## src/rtl/gi_pkg.sv

```systemverilog
package gi_pkg;
  // Highest sector index of the zone that holds a track.
  function automatic int unsigned last_sector(input int unsigned trk,
                                              input int unsigned zone_tracks,
                                              input int unsigned sect_outer);
    return sect_outer - 1 - (trk / zone_tracks);
  endfunction
endpackage

```

## src/rtl/gi_zone.sv

```systemverilog
module gi_zone #(
  parameter int TRACKS      = 80,
  parameter int ZONE_TRACKS = 16,
  parameter int SECT_OUTER  = 12,
  localparam int TRK_W = $clog2(TRACKS),
  localparam int SEC_W = $clog2(SECT_OUTER)
) (
  input  logic [TRK_W-1:0] track,
  input  logic [SEC_W-1:0] sect,
  output logic             is_last
);
  import gi_pkg::*;
  logic [SEC_W-1:0] last_idx;

  // zone-dependent final sector index
  always_comb begin
    last_idx = SEC_W'(last_sector(int'(track), ZONE_TRACKS, SECT_OUTER));
    is_last  = (sect == last_idx);
  end
endmodule

```

## src/rtl/gi_flags.sv

```systemverilog
module gi_flags #(
  parameter int NSIDES = 160,
  localparam int IDX_W = $clog2(NSIDES)
) (
  input  logic             clk,
  input  logic             rst_n,
  input  logic             clr_all,
  input  logic             set_en,
  input  logic [IDX_W-1:0] idx,
  output logic             mark
);
  logic [NSIDES-1:0] mark_q, mark_d;

  assign mark = mark_q[idx];

  // per-side marks, R8 bulk clear
  always_comb begin
    mark_d = mark_q;
    if (clr_all) mark_d = '0;
    if (set_en)  mark_d[idx] = 1'b1;
  end

  always_ff @(posedge clk or negedge rst_n) begin
    if (!rst_n)                mark_q <= '0;
    else if (clr_all || set_en) mark_q <= mark_d;
  end
endmodule

```

## src/rtl/gi_gap.sv

```systemverilog
module gi_gap (
  input  logic clk,
  input  logic rst_n,
  input  logic arm,
  input  logic cancel,
  input  logic rd_enter,
  input  logic hdr_done,
  output logic gap_bad
);
  logic pend_q, pend_d, gap_q, gap_d;

  always_comb begin
    pend_d = pend_q;
    gap_d  = gap_q;
    if (arm)                        pend_d = 1'b1;
    else if (cancel)                pend_d = 1'b0;
    else if (rd_enter && pend_q)    pend_d = 1'b0;
    if (rd_enter && pend_q && !arm) gap_d = 1'b1;
    else if (hdr_done)              gap_d = 1'b0;
  end

  always_ff @(posedge clk or negedge rst_n) begin
    if (!rst_n) begin
      pend_q <= 1'b0;
      gap_q  <= 1'b0;
    end else begin
      pend_q <= pend_d;
      gap_q  <= gap_d;
    end
  end

  assign gap_bad = gap_q;
endmodule

```

## src/rtl/side_gap_injector.sv

```systemverilog
module side_gap_injector #(
  parameter int TRACKS      = 80,
  parameter int SIDES       = 2,
  parameter int ZONE_TRACKS = 16,
  parameter int SECT_OUTER  = 12,
  localparam int TRK_W  = $clog2(TRACKS),
  localparam int SEC_W  = $clog2(SECT_OUTER),
  localparam int NSIDES = TRACKS * SIDES,
  localparam int IDX_W  = $clog2(NSIDES),
  localparam int SID_W  = (SIDES > 1) ? $clog2(SIDES) : 1
) (
  input  logic             clk,
  input  logic             rst_n,
  input  logic             wr_evt,
  input  logic [TRK_W-1:0] wr_track,
  input  logic [SID_W-1:0] wr_side,
  input  logic [SEC_W-1:0] wr_sect,
  input  logic             wr_match,
  input  logic             rd_enter,
  input  logic             hdr_done,
  output logic             gap_bad,
  output logic             save_drop
);
  logic             is_last, mark, restart, arm, cancel;
  logic [IDX_W-1:0] idx;
  logic [TRK_W-1:0] prev_trk_q;
  logic [SID_W-1:0] prev_side_q;
  logic             drop_q, drop_d;

  gi_zone #(.TRACKS(TRACKS), .ZONE_TRACKS(ZONE_TRACKS), .SECT_OUTER(SECT_OUTER)) u_zone (
    .track(wr_track), .sect(wr_sect), .is_last(is_last));

  always_comb begin
    idx     = IDX_W'(int'(wr_track) * SIDES + int'(wr_side));
    // new pass starts at the first sector of the first side
    restart = wr_evt && (wr_track == '0) && (wr_side == '0) && (wr_sect == '0) &&
              !((prev_trk_q == '0) && (prev_side_q == '0));
    arm     = wr_evt && is_last && !mark && !restart;
    cancel  = wr_evt && !arm;
    drop_d  = wr_evt && mark && wr_match && !restart;
  end

  gi_flags #(.NSIDES(NSIDES)) u_flags (
    .clk(clk), .rst_n(rst_n), .clr_all(restart), .set_en(arm),
    .idx(idx), .mark(mark));

  gi_gap u_gap (
    .clk(clk), .rst_n(rst_n), .arm(arm), .cancel(cancel),
    .rd_enter(rd_enter), .hdr_done(hdr_done), .gap_bad(gap_bad));

  always_ff @(posedge clk or negedge rst_n) begin
    if (!rst_n) begin
      prev_trk_q  <= '0;
      prev_side_q <= '0;
      drop_q      <= 1'b0;
    end else begin
      drop_q <= drop_d;
      if (wr_evt) begin
        prev_trk_q  <= wr_track;
        prev_side_q <= wr_side;
      end
    end
  end

  assign save_drop = drop_q;
endmodule

```

## config.mk

```make
export PLATFORM = sky130hd
export DESIGN_NAME = side_gap_injector
export DESIGN_NICKNAME = d
export VERILOG_FILES = /design/src/rtl/gi_pkg.sv /design/src/rtl/gi_zone.sv /design/src/rtl/gi_flags.sv /design/src/rtl/gi_gap.sv /design/src/rtl/side_gap_injector.sv
export SDC_FILE = /design/constraint.sdc
export NUM_CORES = 1
export LEC_CHECK = 0
export ABC_CLOCK_PERIOD_IN_PS = 7150
export BUFFER_PORTS_ARGS = -buffer_cell sky130_fd_sc_hd__buf_2
export CORE_MARGIN = 5
export CORE_UTILIZATION = 30
export DETAILED_ROUTE_END_ITERATION = 10
export SYNTH_ARGS = -nofsm -noshare
export SYNTH_HDL_FRONTEND = slang
export SYNTH_HIERARCHICAL = 1
export SYNTH_SLANG_ARGS = --single-unit
```

## constraint.sdc

```tcl
create_clock -name clk -period 7.15 [get_ports clk]
set_input_delay 0 -clock clk [delete_from_list [all_inputs] [get_ports clk]]
set_output_delay 0 -clock clk [all_outputs]
set_load 0.05 [all_outputs]
```

Word level (Yosys, flattened, before mapping):

Index checks and enable logic that the tools add are counted.
W data, S select, Z words.

* memory bits (read-only): 0
* bits in latches: 0
* output and inout port bits: 2
* register bits after elaboration: 171
* memories kept: 0
* bits in writable memories: 0

* muxes and demuxes: 11
* divide/modulo/power cells: 0
* shift operators: 0
* reduce and logical (&&, ||, !) cells: 25
* add/subtract/negate cells: 2
* multiply operators: 0
* bitwise logic cells: 3
* eq/ne operators: 1
* order comparisons: 2

Operator list (number)
* $mux W160: 2
* $or A160 B160 Y160: 1
* $logic_and A1 B1 Y1: 15
* $logic_not A7 Y1: 2
* $lt A8 B9 Y1 const B: 1
* $add A8 B1 Y8: 1
* $bmux W1 S8: 1
* $demux W1 S8: 1
* $ge A8 B1 Y1 const B: 1
* $mux W1: 7
* $eq A4 B4 Y1: 1
* $logic_not A1 Y1: 4
* $logic_not A4 Y1: 1
* $sub A4 B3 Y4 const A: 1
* $reduce_bool A3 Y1: 1
* $not A1 Y1: 2
* $reduce_bool A2 Y1: 1
* $logic_or A1 B1 Y1: 1

Depth between registers and ports, before layout:

* word-level depth: 11
* gate-level depth with buffers: 15
* mapped depth without buffers: 12

Cells and area by module:

The synthesis kept the hierarchy.

Modules (own cells, without submodules)
* gi_flags: times used 1, sequential area each 4003.8 um2, area each 7363.3 um2, cells an instance 649
* side_gap_injector: times used 1, sequential area each 225.2 um2, area each 434.2 um2, cells an instance 36
* gi_gap: times used 1, sequential area each 50.0 um2, area each 77.6 um2, cells an instance 7
* gi_zone: times used 1, sequential area each 0.0 um2, area each 41.3 um2, cells an instance 5

Worst setup path before layout:

Ideal clock, no wire load.

* kind: input-to-reg
* start point: in wr_track[0]
* end point: reg u_flags.mark_q[48]
* library setup time: 0.086 ns
* data required time: 7.064 ns
* arrival: 2.744 ns
* buffers on the path: 3
* cell stages on the path: 13
* path slack: 4.320 ns
* cells stage by stage: buf_6 buf_12 buf_8 mux4_2 mux4_2 mux2i_1 o32ai_1 nand3b_1 a21oi_1 inv_1 nor2_1 nand2_2 o22ai_1

* elaborated cells on any way between the ends: 21
* those cells by class: 1 x add/sub; 2 x order compare; 6 x mux; 1 x bitwise; 11 x reduce/logical

RTL lines
* start: declaration: RTL line side_gap_injector.sv:15 `input logic [TRK_W-1:0] wr_track,`
* $add A8 B1 Y8 *: RTL line side_gap_injector.sv:34 `idx = IDX_W'(int'(wr_track) * SIDES + int'(wr_side));`
* $bmux W1 S8 *: RTL line gi_flags.sv:14 `assign mark = mark_q[idx];`
* $mux W1 (implied by the code) *: RTL line gi_flags.sv:14
* named net mark: RTL line side_gap_injector.sv:24 `logic is_last, mark, restart, arm, cancel;`
* $logic_not A1 Y1 *: RTL line side_gap_injector.sv:38 `arm = wr_evt && is_last && !mark && !restart;`
* $logic_and A1 B1 Y1 * (2 in series): RTL line side_gap_injector.sv:38
* named net arm: RTL line side_gap_injector.sv:24
* $mux W160 or $logic_or A1 B1 Y1 (tied branches): RTL line gi_flags.sv:20, gi_flags.sv:25
* end signal: assignment: RTL line gi_flags.sv:25 `else if (clr_all || set_en) mark_q <= mark_d;`
* end: declaration: RTL line gi_flags.sv:12 `logic [NSIDES-1:0] mark_q, mark_d;`

Mark *: on every way through the listed nets, which the timed path passes. The rest lies on a longest branch. The select of a mux whose other input is x is not followed.
A chain may end at the register's enable or synchronous reset.

Final worst setup path:

* start point: in wr_track[0]
* end point: reg u_flags.mark_q[113]

Same word-level chain as after synthesis.

==> impl_results.md <==
- Clk slew on worst S/H paths: around 0.07 ns
- Final worst slack: roughly 3.3 ns
- Combinational share of power: 0.056
- Die X: between 150 and 200 um
- # Max-Cap Violations: 0
- Final Setup Violations: 0
- WP data required: between 7 and 8 ns
- Clock Power Share: 0.481
- First-pass DRT Iterations: 4
- Post-synth top cells: dfrtp_1 (171), inv_1 (164), o22ai_1 (161)
- Final Max Tran Viols: 0
- Psw: 473 uW
- Gpl congestion: 0.774
- Tot GR Track Use: 0.135
- I/O Buffers: 19
- Worst R2R Path Depth: 12
- RR Endpoint: u_flags/mark_q[113]
- Slew HR: 0.308
- P_leak: approximately 0.0042 uW
- Register bit total from synthesis: approximately 170
- GRT overflow: 0
- Worst Path Max Fanout: 34
- Vias per inst: about 5.1
- Largest net degree at the start of global routing: 90
- Worst Setup SP: wr_track[0]
- Final Util: 0.346
- TNS Setup: 0 ns
- Finished Cell Area: approximately 9000 sq um
- Async S/R FF share, synth: 1.00
- # DRC: 0
- Area Overhead vs Synth: 13.8%
- Seq/Total Area, Yosys: 0.541
- Syn Inst Count: around 700
- Clk root buf: clkbuf_16
- Synth unique cells: 38
- Worst Skew: between 0.008 and 0.009 ns
- Final WL: 19.2 mm
- Crit. End Element: register
- Share of Yosys cell area claimed by the top area cell type: 0.541
- I/O pin cnt: 20
- Actual slew at the worst max-slew pin: approximately 1.0 ns
- CTS Buf Count: 17
- VDD IR max: roughly 0.14 mV
- Netlist Area Pre-Place: 7920 sq um
- Place WS: ~2.8 ns
- Antenna diodes: 0
- Insertion delay to the later sink of the worst-skew pair: about 0.44 ns
- Global-route wire length before repair: roughly 31 mm
- Initial Util: 0.304
- DR vias: 5433
- Post-Syn Nets: 715
- Tmin final: between 3 and 4 ns
- DPL Wire Length: between 10 and 15 mm
- CTS tree: built
- Worst Setup EP: u_flags/mark_q[113]
- Cell with the most instances after synthesis: dfrtp_1
- Post-CTS Setup Inserts: 0
- Int Power: 1660 uW
- HP Class: primary input to register
- Core area: between 20000 and 30000 sq um
- Proportion of layout cells with a drive suffix above 1: 0.125
- Antenna viol nets, final: 0
- Vias in the first global route: 5492
- R2r setup slk: about 3.5 ns
- Post-layout net count: 727
- Number of synthesized flops with an enable pin: 0
- Crit path launch type: primary input
- Min Hold Slack: 0.0109 ns
- Max clock buf depth: 2
- Largest cells by area after synthesis: dfrtp_1 (54%), o22ai_1 (13%), mux4_1 (8.6%)
- Placed cell area: between 8000 and 9000 sq um
- Primary FF master, synth: dfrtp_1
- Achievable Freq: about 260 MHz
- Power per cell area: 236 nW/um^2
- Status: complete, no violations
- DR WL/cell: roughly 18 um
- Switching part of the total: 0.222
- Initial antenna violation count: 0
- Mapped Avg Cell Area: between 10 and 15 sq um
- Die Y: ~170 um
- RSZ-0062 raised after global routing: false
- Cell Rows: 59
- Critical Path AT: roughly 4.2 ns
- Die area: just under 30000 sq um
- H-tree lvl count: 4
- YS warnings: 6
- R2R Path Start: u_flags/mark_q[38]
- Initial detailed-routing violation count: between 400 and 500
- CP Class: primary input to register
- Leading area contributor after synthesis: dfrtp_1
- Part of the power in registers: 0.463
- Crit share post-route: 0.542
- Clock tree sinks: approximately 170
- Final Hold Fails: 0
## logic make-up (layout without fill, tap and decap cells)
group / count (synthesis) / count (layout) / share of synthesized area
AO/OA/AOI/OAI: 191 / 191 / 0.152
XOR/XNOR: 2 / 2 / 0.00221
buffers and inverters: 209 / 234 / 0.111
flip-flops: 171 / 171 / 0.541
multiplexers: 52 / 52 / 0.147
AND/OR/NAND/NOR: 72 / 72 / 0.0469
## timing repair
item,4_1_cts,5_1_grt
hold buffers,12,0
hold endpoints to repair,95,0
gates resized for setup,0,0
## metal layers
layer	up-vias	global-route usage	wire length, um
li1	2511	-	-
met1	2782	0.184	8780
met2	124	0.217	9380
met3	16	0.0313	835
met4	0	0.0383	216
met5	-	0	0
## power groups by stage
stage | combinational, uW | sequential (uW) | clock, uW
2_1_floorplan | 69.6 | 1000 | 0
3_3_place_gp | 114 | 1000 | 0
3_5_place_dp | 114 | 1000 | 0
4_1_cts | 121 | 986 | 1040
5_1_grt | 131 | 987 | 1090
6_report | 118 | 986 | 1020
## area by class of cell
cell class | instances | area (sq um)
Clock buffer | 19 | 443
Fill cell | 2587 | 17000
Timing Repair Buffer | 38 | 274
Sequential cell | 171 | 4280
Multi-Input combinational cell | 317 | 2770
Inverter | 164 | 616
Clock inverter | 13 | 214
Tap cell | 335 | 419
## state kept, by name, indices dropped and copies added (netlist names)
name,flops
u_flags/mark_q,160
u_gap/pend_q,1
prev_trk_q,7
save_drop,1
u_gap/gap_bad,1
prev_side_q,1
## critical path, cell delays in order
cell and delay, ns:
buf_2 0.68, buf_4 0.40, mux4_1 0.59, a22oi_1 0.21, a21oi_1 0.11, nor2_1 0.12
mux4_2 0.27, o32ai_1 0.12, nand3b_1 0.19, a21oi_1 0.43, inv_1 0.12, nor2_1 0.25
nand2_1 0.41, o22ai_1 0.28
## per-stage QoR
stage / instances / total power, uW
global placement: 1013 / 1120
finish: 1057 / 2130
detailed placement: 1013 / 1120
CTS: 1057 / 2150
floorplan: 697 / 1070
global route: 1057 / 2200
## cells in the final DEF, fill, tap and decap left out, types with 2 or more instances in the layout
cell type      count
a21oi_1           10
a22oi_1           16
and2_1             2
buf_2             18
buf_4              7
bufinv_16          5
clkbuf_16         17
clkinv_4           3
clkinvlp_4         2
dfrtp_1          171
dlygate4sd3_1     12
inv_1            164
inv_6              2
mux2_2             8
mux4_1            26
mux4_2            17
nand2_1           24
nand2_2            4
nand2b_1           3
nand3_1            6
nand3b_1           2
nor2_1            11
nor2b_1            6
nor3_1             2
nor4_1             2
nor4_2             2
o22ai_1          161
xnor2_1            2
## how the worst min path moves through the flow
stage / from / endpoint / slack [ns] / depth (start not counted)
finish: wr_evt / prev_trk_q[3] / 0.01 / 2
CTS: wr_evt / prev_trk_q[3] / 0.0002 / 2
global route: wr_evt / prev_trk_q[1] / 0.02 / 2
global placement: rst_n / u_flags/mark_q[128] / 0.14 / 1
floorplan: rst_n / prev_side_q / -0.30 / 0
detailed placement: rst_n / u_flags/mark_q[129] / 0.13 / 1
Note: power is estimated with default switching activity, not from simulation.
